===== src/rtl/pstat_pkg.sv =====
package pstat_pkg;

  // bit positions of the defined status fields
  localparam int BIT_EXC_EN  = 0;
  localparam int BIT_PREV_SU = 2;
  localparam int BIT_SU      = 3;
  localparam int BIT_FPU_EN  = 4;
  localparam int BIT_U64     = 5;
  localparam int BIT_S64     = 6;

  typedef struct packed {
    logic illegal;
    logic priv;
    logic fpoff;
  } trap_t;

  // write mask: single-bit fields plus an interrupt-mask field
  function automatic logic [63:0] keep_mask(input int irq_lsb, input int irq_w);
    logic [63:0] m;
    m = '0;
    m[BIT_EXC_EN]  = 1'b1;
    m[BIT_PREV_SU] = 1'b1;
    m[BIT_SU]      = 1'b1;
    m[BIT_FPU_EN]  = 1'b1;
    m[BIT_U64]     = 1'b1;
    m[BIT_S64]     = 1'b1;
    for (int i = 0; i < irq_w; i++) m[irq_lsb + i] = 1'b1;
    return m;
  endfunction

endpackage


===== src/rtl/pstat_reg.sv =====
module pstat_reg #(
  parameter int          XLEN    = 64,
  parameter logic [XLEN-1:0] MASK    = '1,
  parameter logic [XLEN-1:0] RST_VAL = '0
) (
  input  logic            clk,
  input  logic            rst,
  input  logic            wr_en,
  input  logic [XLEN-1:0] wr_data,
  output logic [XLEN-1:0] q
);

  always_ff @(posedge clk) begin
    if (rst)        q <= RST_VAL & MASK;
    else if (wr_en) q <= wr_data & MASK;
  end

endmodule


===== src/rtl/pstat_trapchk.sv =====
module pstat_trapchk
  import pstat_pkg::*;
(
  input  logic  clk,
  input  logic  rst,
  input  logic  su,
  input  logic  fpu_en,
  input  logic  mode64,
  input  logic  cls_priv,
  input  logic  cls_fp,
  input  logic  cls_wide,
  output trap_t trap_q
);

  trap_t raw, sel;

  always_comb begin
    raw.illegal = cls_wide & ~mode64;
    raw.priv    = cls_priv & ~su;
    raw.fpoff   = cls_fp & ~fpu_en;
    // fixed priority: illegal > privileged > fp-disabled
    sel = '0;
    if (raw.illegal)   sel.illegal = 1'b1;
    else if (raw.priv) sel.priv    = 1'b1;
    else if (raw.fpoff) sel.fpoff  = 1'b1;
  end

  always_ff @(posedge clk) begin
    if (rst) trap_q <= '0;
    else     trap_q <= sel;
  end

endmodule


===== src/rtl/priv_status_trap.sv =====
module priv_status_trap
  import pstat_pkg::*;
#(
  parameter int XLEN    = 64,
  parameter int IRQ_LSB = 8,
  parameter int IRQ_W   = 8
) (
  input  logic            clk,
  input  logic            rst,
  input  logic            wr_en,
  input  logic [XLEN-1:0] wr_data,
  input  logic            cls_priv,
  input  logic            cls_fp,
  input  logic            cls_wide,
  input  logic            mode64,
  output logic [XLEN-1:0] status_q,
  output logic            trap_illegal,
  output logic            trap_priv,
  output logic            trap_fpoff
);

  localparam logic [63:0]     FULL_MASK = keep_mask(IRQ_LSB, IRQ_W);
  localparam logic [XLEN-1:0] WMASK     = FULL_MASK[XLEN-1:0];
  localparam logic [XLEN-1:0] RST_VAL   = XLEN'(1) << BIT_SU;

  trap_t traps;

  pstat_reg #(.XLEN(XLEN), .MASK(WMASK), .RST_VAL(RST_VAL)) u_reg (
    .clk     (clk),
    .rst     (rst),
    .wr_en   (wr_en),
    .wr_data (wr_data),
    .q       (status_q)
  );

  // check sees the pre-write register value of the same cycle
  pstat_trapchk u_chk (
    .clk      (clk),
    .rst      (rst),
    .su       (status_q[BIT_SU]),
    .fpu_en   (status_q[BIT_FPU_EN]),
    .mode64   (mode64),
    .cls_priv (cls_priv),
    .cls_fp   (cls_fp),
    .cls_wide (cls_wide),
    .trap_q   (traps)
  );

  assign trap_illegal = traps.illegal;
  assign trap_priv    = traps.priv;
  assign trap_fpoff   = traps.fpoff;

endmodule


===== config.mk =====
export PLATFORM = sky130hd
export DESIGN_NAME = priv_status_trap
export DESIGN_NICKNAME = d
export VERILOG_FILES = /design/src/rtl/pstat_pkg.sv /design/src/rtl/pstat_reg.sv /design/src/rtl/pstat_trapchk.sv /design/src/rtl/priv_status_trap.sv
export SDC_FILE = /design/constraint.sdc
export NUM_CORES = 1
export LEC_CHECK = 0
export BUFFER_PORTS_ARGS = -buffer_cell sky130_fd_sc_hd__buf_4
export CAP_MARGIN = 20
export CORE_MARGIN = 2
export CORE_UTILIZATION = 31
export CTS_CLUSTER_DIAMETER = 150
export DETAILED_ROUTE_END_ITERATION = 12
export PLACE_DENSITY = 0.81
export SETUP_SLACK_MARGIN = 0.2
export SYNTH_ARGS = -nofsm -noshare
export SYNTH_HDL_FRONTEND = slang
export SYNTH_SLANG_ARGS = --single-unit
export TNS_END_PERCENT = 5

===== constraint.sdc =====
create_clock -name clk -period 1.1 [get_ports clk]
set_input_delay 0.22 -clock clk [delete_from_list [all_inputs] [get_ports clk]]
set_output_delay 0.22 -clock clk [all_outputs]
set_load 0.05 [all_outputs]

* Word-level counts from Yosys, hierarchy flattened
Cells that the tools add are included.
W data, S select, Z words.
** Word-level totals
- Input bits :: 71
- Bits in latches :: 0
- Register bits after elaboration :: 17
- Bits in writable memories :: 0
- Word-level logic and storage cells :: 15
- ROM bits :: 0
- Memories :: 0
** Operators by class
- Add/subtract/negate cells :: 0
- Div/mod/pow operators :: 0
- Reduce and logical (&&, ||, !) cells :: 2
- Order comparisons :: 0
- Muxes and demuxes :: 3
- Multipliers :: 0
- Eq/ne operators :: 0
- Bitwise gates (word level) :: 6
- Shift operators :: 0
** Operators with widths (count)
- $and A1 B1 Y1 :: 3
- $mux W1 :: 3
- $not A1 Y1 :: 3
- $reduce_or A3 Y1 :: 1
- $reduce_or A2 Y1 :: 1

* Logic depth before layout (Yosys ltp)
- Depth in word-level cells :: 3
- Gate-level depth with buffers :: 4

* Modules after synthesis
A second synthesis with hierarchy kept.
** Unflattened totals
- Cell total of the unflattened synthesis :: 105
- Area total of the unflattened synthesis :: 1004.7 um^2
** Modules (own cells, without submodules)
- pstat_reg :: area each 889.6 um^2, times used 1, cells an instance 96, seq. area each 280.3 um^2
- pstat_trapchk :: area each 115.1 um^2, times used 1, cells an instance 9, seq. area each 60.1 um^2

* Least setup slack after synthesis
Ideal clock, no wire load.
- Path kind :: flip-flop to flip-flop
- Start :: register, netlist name u_reg.q[0]
- End :: register u_reg.q[0]
- Cell stages (with the launch flop) :: 3
- Data arrival time :: 0.817 ns
- Setup time :: 0.065 ns
- Path slack :: 0.218 ns
- Path through :: dfxtp_1 > mux2i_1 > nor2_1
** RTL lines
- end signal: assignment :: line pstat_reg.sv:14 : if (rst) q <= RST_VAL & MASK;
- end signal: assignment :: line pstat_reg.sv:15 : else if (wr_en) q <= wr_data & MASK;
- end: declaration :: line pstat_reg.sv:10 : output logic [XLEN-1:0] q

* Worst setup path after layout
- Start :: register u_reg.q[4]
- End :: output status_q[4]
** RTL lines
- end: declaration :: line priv_status_trap.sv:16 : output logic [XLEN-1:0] status_q,
No word-level cell between the ends.

==> reports/summary.json <==
{
  "post_synth_instance_area": {"value": 1010, "unit": "um2"},
  "tritoncts": {"value": "yes"},
  "cp_num_cells": {"value": 1},
  "number_of_clock_sinks": {"value": 17},
  "drt_pass1_iterations": {"value": 2},
  "critical_path_class": {"value": "register to output port"},
  "vias": {"value": 638},
  "crit_path_max_fanout": {"value": 3},
  "r2r_slack": {"value": 0.21, "unit": "ns"},
  "count_of_buffers_from_port_buffering": {"value": 37},
  "critPathCaptureType": {"value": "output port"},
  "setup_slack": {"value": 0.0930, "unit": "ns"},
  "slew_violations": {"value": 0},
  "unrepaired_setup_endpoints_after_global_routing": {"value": "yes"},
  "status": {"value": "complete, no violations"},
  "synth_top_cell_by_area": {"value": "sky130_fd_sc_hd__buf_4"},
  "total_inserted_antenna_cells": {"value": 0},
  "maximum_number_of_pins_on_one_net_before_global_route_repair": {"value": 17},
  "crit_family": {"value": "flip-flops"},
  "worst_clock_skew": {"value": 0.0000696, "unit": "ns"},
  "final_hold_viol_count": {"value": 0},
  "synth.yosys.seq_area_share": {"value": 0.337},
  "timing.critical_path.cells": {"value": "buf_8"},
  "nNetsFinal": {"value": 216},
  "layout.filler_cells": {"value": 328},
  "synth_cell_types": {"value": 16},
  "peakVddDrop": {"value": 0.582, "unit": "mV"},
  "synthesized_area_per_cell": {"value": 9.36, "unit": "um2"},
  "clk_path_buf_depth": {"value": 2},
  "place_hpwl": {"value": 1260, "unit": "um"},
  "netlist.area_leader.share": {"value": 0.386},
  "core_area": {"value": 3080, "unit": "um2"},
  "ys_warns": {"value": 0},
  "cts_htree_levels": {"value": 1},
  "via_per_inst": {"value": 3.39},
  "numCtsBuffers": {"value": 3},
  "die_x": {"value": 61.1, "unit": "um"},
  "antenna_violations_before_repair": {"value": 0},
  "fin_util": {"value": 0.396},
  "top_level_ports": {"value": 138},
  "crit_path_start_kind": {"value": "register"},
  "p_leak": {"value": 0.000657, "unit": "uW"},
  "route.detailed.drc": {"value": 0},
  "r2r-end": {"value": "u_chk.trap_q[0]"},
  "timing.fmax": {"value": 993, "unit": "MHz"},
  "destination_of_the_critical_timing_path": {"value": "status_q[4]"},
  "final_wirelength": {"value": 1640, "unit": "um"},
  "worstReg2RegStart": {"value": "u_reg.q[3]"},
  "crit_required": {"value": 0.88, "unit": "ns"},
  "layout-area-overhead-vs-synth": {"value": 20.4, "unit": "%"},
  "synth.ff_latch_count": {"value": 17},
  "post_synth_main_area_contributors": {"value": "sky130_fd_sc_hd__buf_4 (39%), sky130_fd_sc_hd__dfxtp_1 (34%), sky130_fd_sc_hd__mux2i_1 (13%)"},
  "max-cap-violations": {"value": 0},
  "initialDrtViolationCount": {"value": 3},
  "report.final.setup_viol": {"value": 0},
  "total_power": {"value": 1710, "unit": "uW"},
  "floorplan.die_area": {"value": 3730, "unit": "um2"},
  "arrival": {"value": 0.79, "unit": "ns"},
  "cts.clk_slew.worst_paths": {"value": 0.09, "unit": "ns"},
  "core.rowCount": {"value": 20},
  "drive_above_1_share": {"value": 0.396},
  "critical_path_launch_point": {"value": "u_reg.q[4]"},
  "totalNegativeSetupSlack": {"value": 0, "unit": "ns"},
  "synthFlopType": {"value": "sky130_fd_sc_hd__dfxtp_1"},
  "syn_inst": {"value": 108},
  "number_of_global_route_vias_before_repair": {"value": 529},
  "detail_route.wl_per_cell": {"value": 8.72, "unit": "um"},
  "initial_core_util": {"value": 0.328},
  "fp.dieH": {"value": 61.1, "unit": "um"},
  "critical_path.slowest_cell": {"value": "sky130_fd_sc_hd__dfxtp_2"},
  "holdCritPathClass": {"value": "input pin to register"},
  "insertion_delay": {"value": 0.28, "unit": "ns"},
  "final.min_clock_period": {"value": 1.01, "unit": "ns"},
  "synth_edf_count": {"value": 0},
  "pre_cts_ws": {"value": 0.187, "unit": "ns"},
  "layout_worst_path_cycle_share": {"value": 0.915},
  "pwr_density_cell": {"value": 1400, "unit": "nW/um2"},
  "global_route_wire_length_before_repair": {"value": 2250, "unit": "um"},
  "global_route.overflow_total": {"value": 0},
  "place.gp.congestion": {"value": 0.599},
  "total_routing_usage_reported_by_global_routing": {"value": 0.0839},
  "worst_path_largest_cell_delay": {"value": 0.36, "unit": "ns"},
  "cts_root_buf": {"value": "sky130_fd_sc_hd__clkbuf_4"},
  "antenna_violating_nets_post_route": {"value": 0},
  "cp_num_buf_inv": {"value": 1},
  "synth_async_sr_flop_share": {"value": 0},
  "synthTopCellsByCount": {"value": "sky130_fd_sc_hd__buf_4 (52), sky130_fd_sc_hd__dfxtp_1 (17), sky130_fd_sc_hd__mux2i_1 (13), sky130_fd_sc_hd__nor2_1 (13), sky130_fd_sc_hd__inv_1 (2)"},
  "yosysMostFrequentCell": {"value": "sky130_fd_sc_hd__buf_4"},
  "r2r_cells": {"value": 3}
}
==> power by group <==
group | total, uW | switching [uW] | leakage [uW] | internal [uW]
Sequential | 680 | 23.3 | 0.000145 | 657
Combinational | 712 | 563 | 0.000495 | 149
Clock | 316 | 181 | 0.0000177 | 135
==> layer usage <==
metal | wire length, um | global-route usage | vias up | share of wire
li1 | - | - | 310 | -
met1 | 583 | 0.0865 | 274 | 0.36
met2 | 834 | 0.150 | 52 | 0.51
met3 | 210 | 0.0441 | 2 | 0.13
met4 | 10 | 0.0186 | 0 | 0.0061
met5 | 0 | 0 | - | 0
==> cells by family (layout without fill, tap and decap cells) <==
group / after synthesis / in the layout / synth area share
mux: 13 / 13 / 0.129
simple gates: 18 / 18 / 0.0792
compound gates: 2 / 2 / 0.0223
other cells: 1 / 50 / 0.00371
flops: 17 / 17 / 0.337
buf+inv: 57 / 44 / 0.429
==> placed cells by master (no fill, tap or decap) <==
cell / synthesis / layout
sky130_fd_sc_hd__conb_1: 1 / 50
sky130_fd_sc_hd__buf_4: 52 / 23
sky130_fd_sc_hd__dfxtp_2: 0 / 14
sky130_fd_sc_hd__mux2i_1: 13 / 13
sky130_fd_sc_hd__nor2_1: 13 / 13
sky130_fd_sc_hd__buf_6: 1 / 13
sky130_fd_sc_hd__clkbuf_4: 0 / 3
sky130_fd_sc_hd__dfxtp_1: 17 / 3
sky130_fd_sc_hd__inv_1: 2 / 2
sky130_fd_sc_hd__buf_8: 0 / 2
sky130_fd_sc_hd__nand2_1: 1 / 1
sky130_fd_sc_hd__o211ai_1: 1 / 1
sky130_fd_sc_hd__nor2b_1: 1 / 1
sky130_fd_sc_hd__and2_1: 1 / 1
sky130_fd_sc_hd__nor4b_1: 1 / 1
sky130_fd_sc_hd__nand2b_1: 1 / 1
sky130_fd_sc_hd__a2111oi_2: 1 / 1
sky130_fd_sc_hd__clkinv_2: 0 / 1
==> worst min path at each step <==
stage | end | cells past startpoint | start
after CTS | u_chk.trap_q[0] | 2 | cls_priv
after floorplan | u_chk.trap_q[0] | 1 | rst
after global placement | u_chk.trap_q[0] | 2 | cls_priv
after detailed placement | u_chk.trap_q[0] | 2 | cls_priv
final | u_chk.trap_q[0] | 2 | cls_priv
after global routing | u_chk.trap_q[0] | 2 | cls_priv
==> sequential cells by signal (all words and copies together), names as in the netlist <==
register and count:
u_chk.trap_q 3, u_reg.q 14
==> layout make-up <==
class	count	area (um2)	area share
well taps	44	55.1	0.0452
multi-input cells	83	420	0.345
inverters	2	7.51	0.00617
flip-flops and latches	17	358	0.294
clock buffers	3	22.5	0.0185
repair buffers	38	349	0.287
clock inverters	1	5.00	0.00411
==> repair_timing <==
action / 4_1_cts / 5_1_grt
gates resized for setup: 30 / 1
hold buffers: 0 / 0
pin swaps: 0 / 0
setup endpoints to repair: 17 / 19
setup buffers: 1 / 0
==> through the flow <==
| step | hold WS [ns] | area (um2) | cells |
|---|---|---|---|
| global route | 0.104 | 1220 | 188 |
| global placement | 0.422 | 1100 | 183 |
| CTS | 0.105 | 1210 | 188 |
| finish | 0.122 | 1220 | 188 |
| detailed placement | 0.426 | 1100 | 183 |
| floorplan | 0.289 | 1190 | 157 |
No activity file was read; power rests on OpenSTA's default activity.
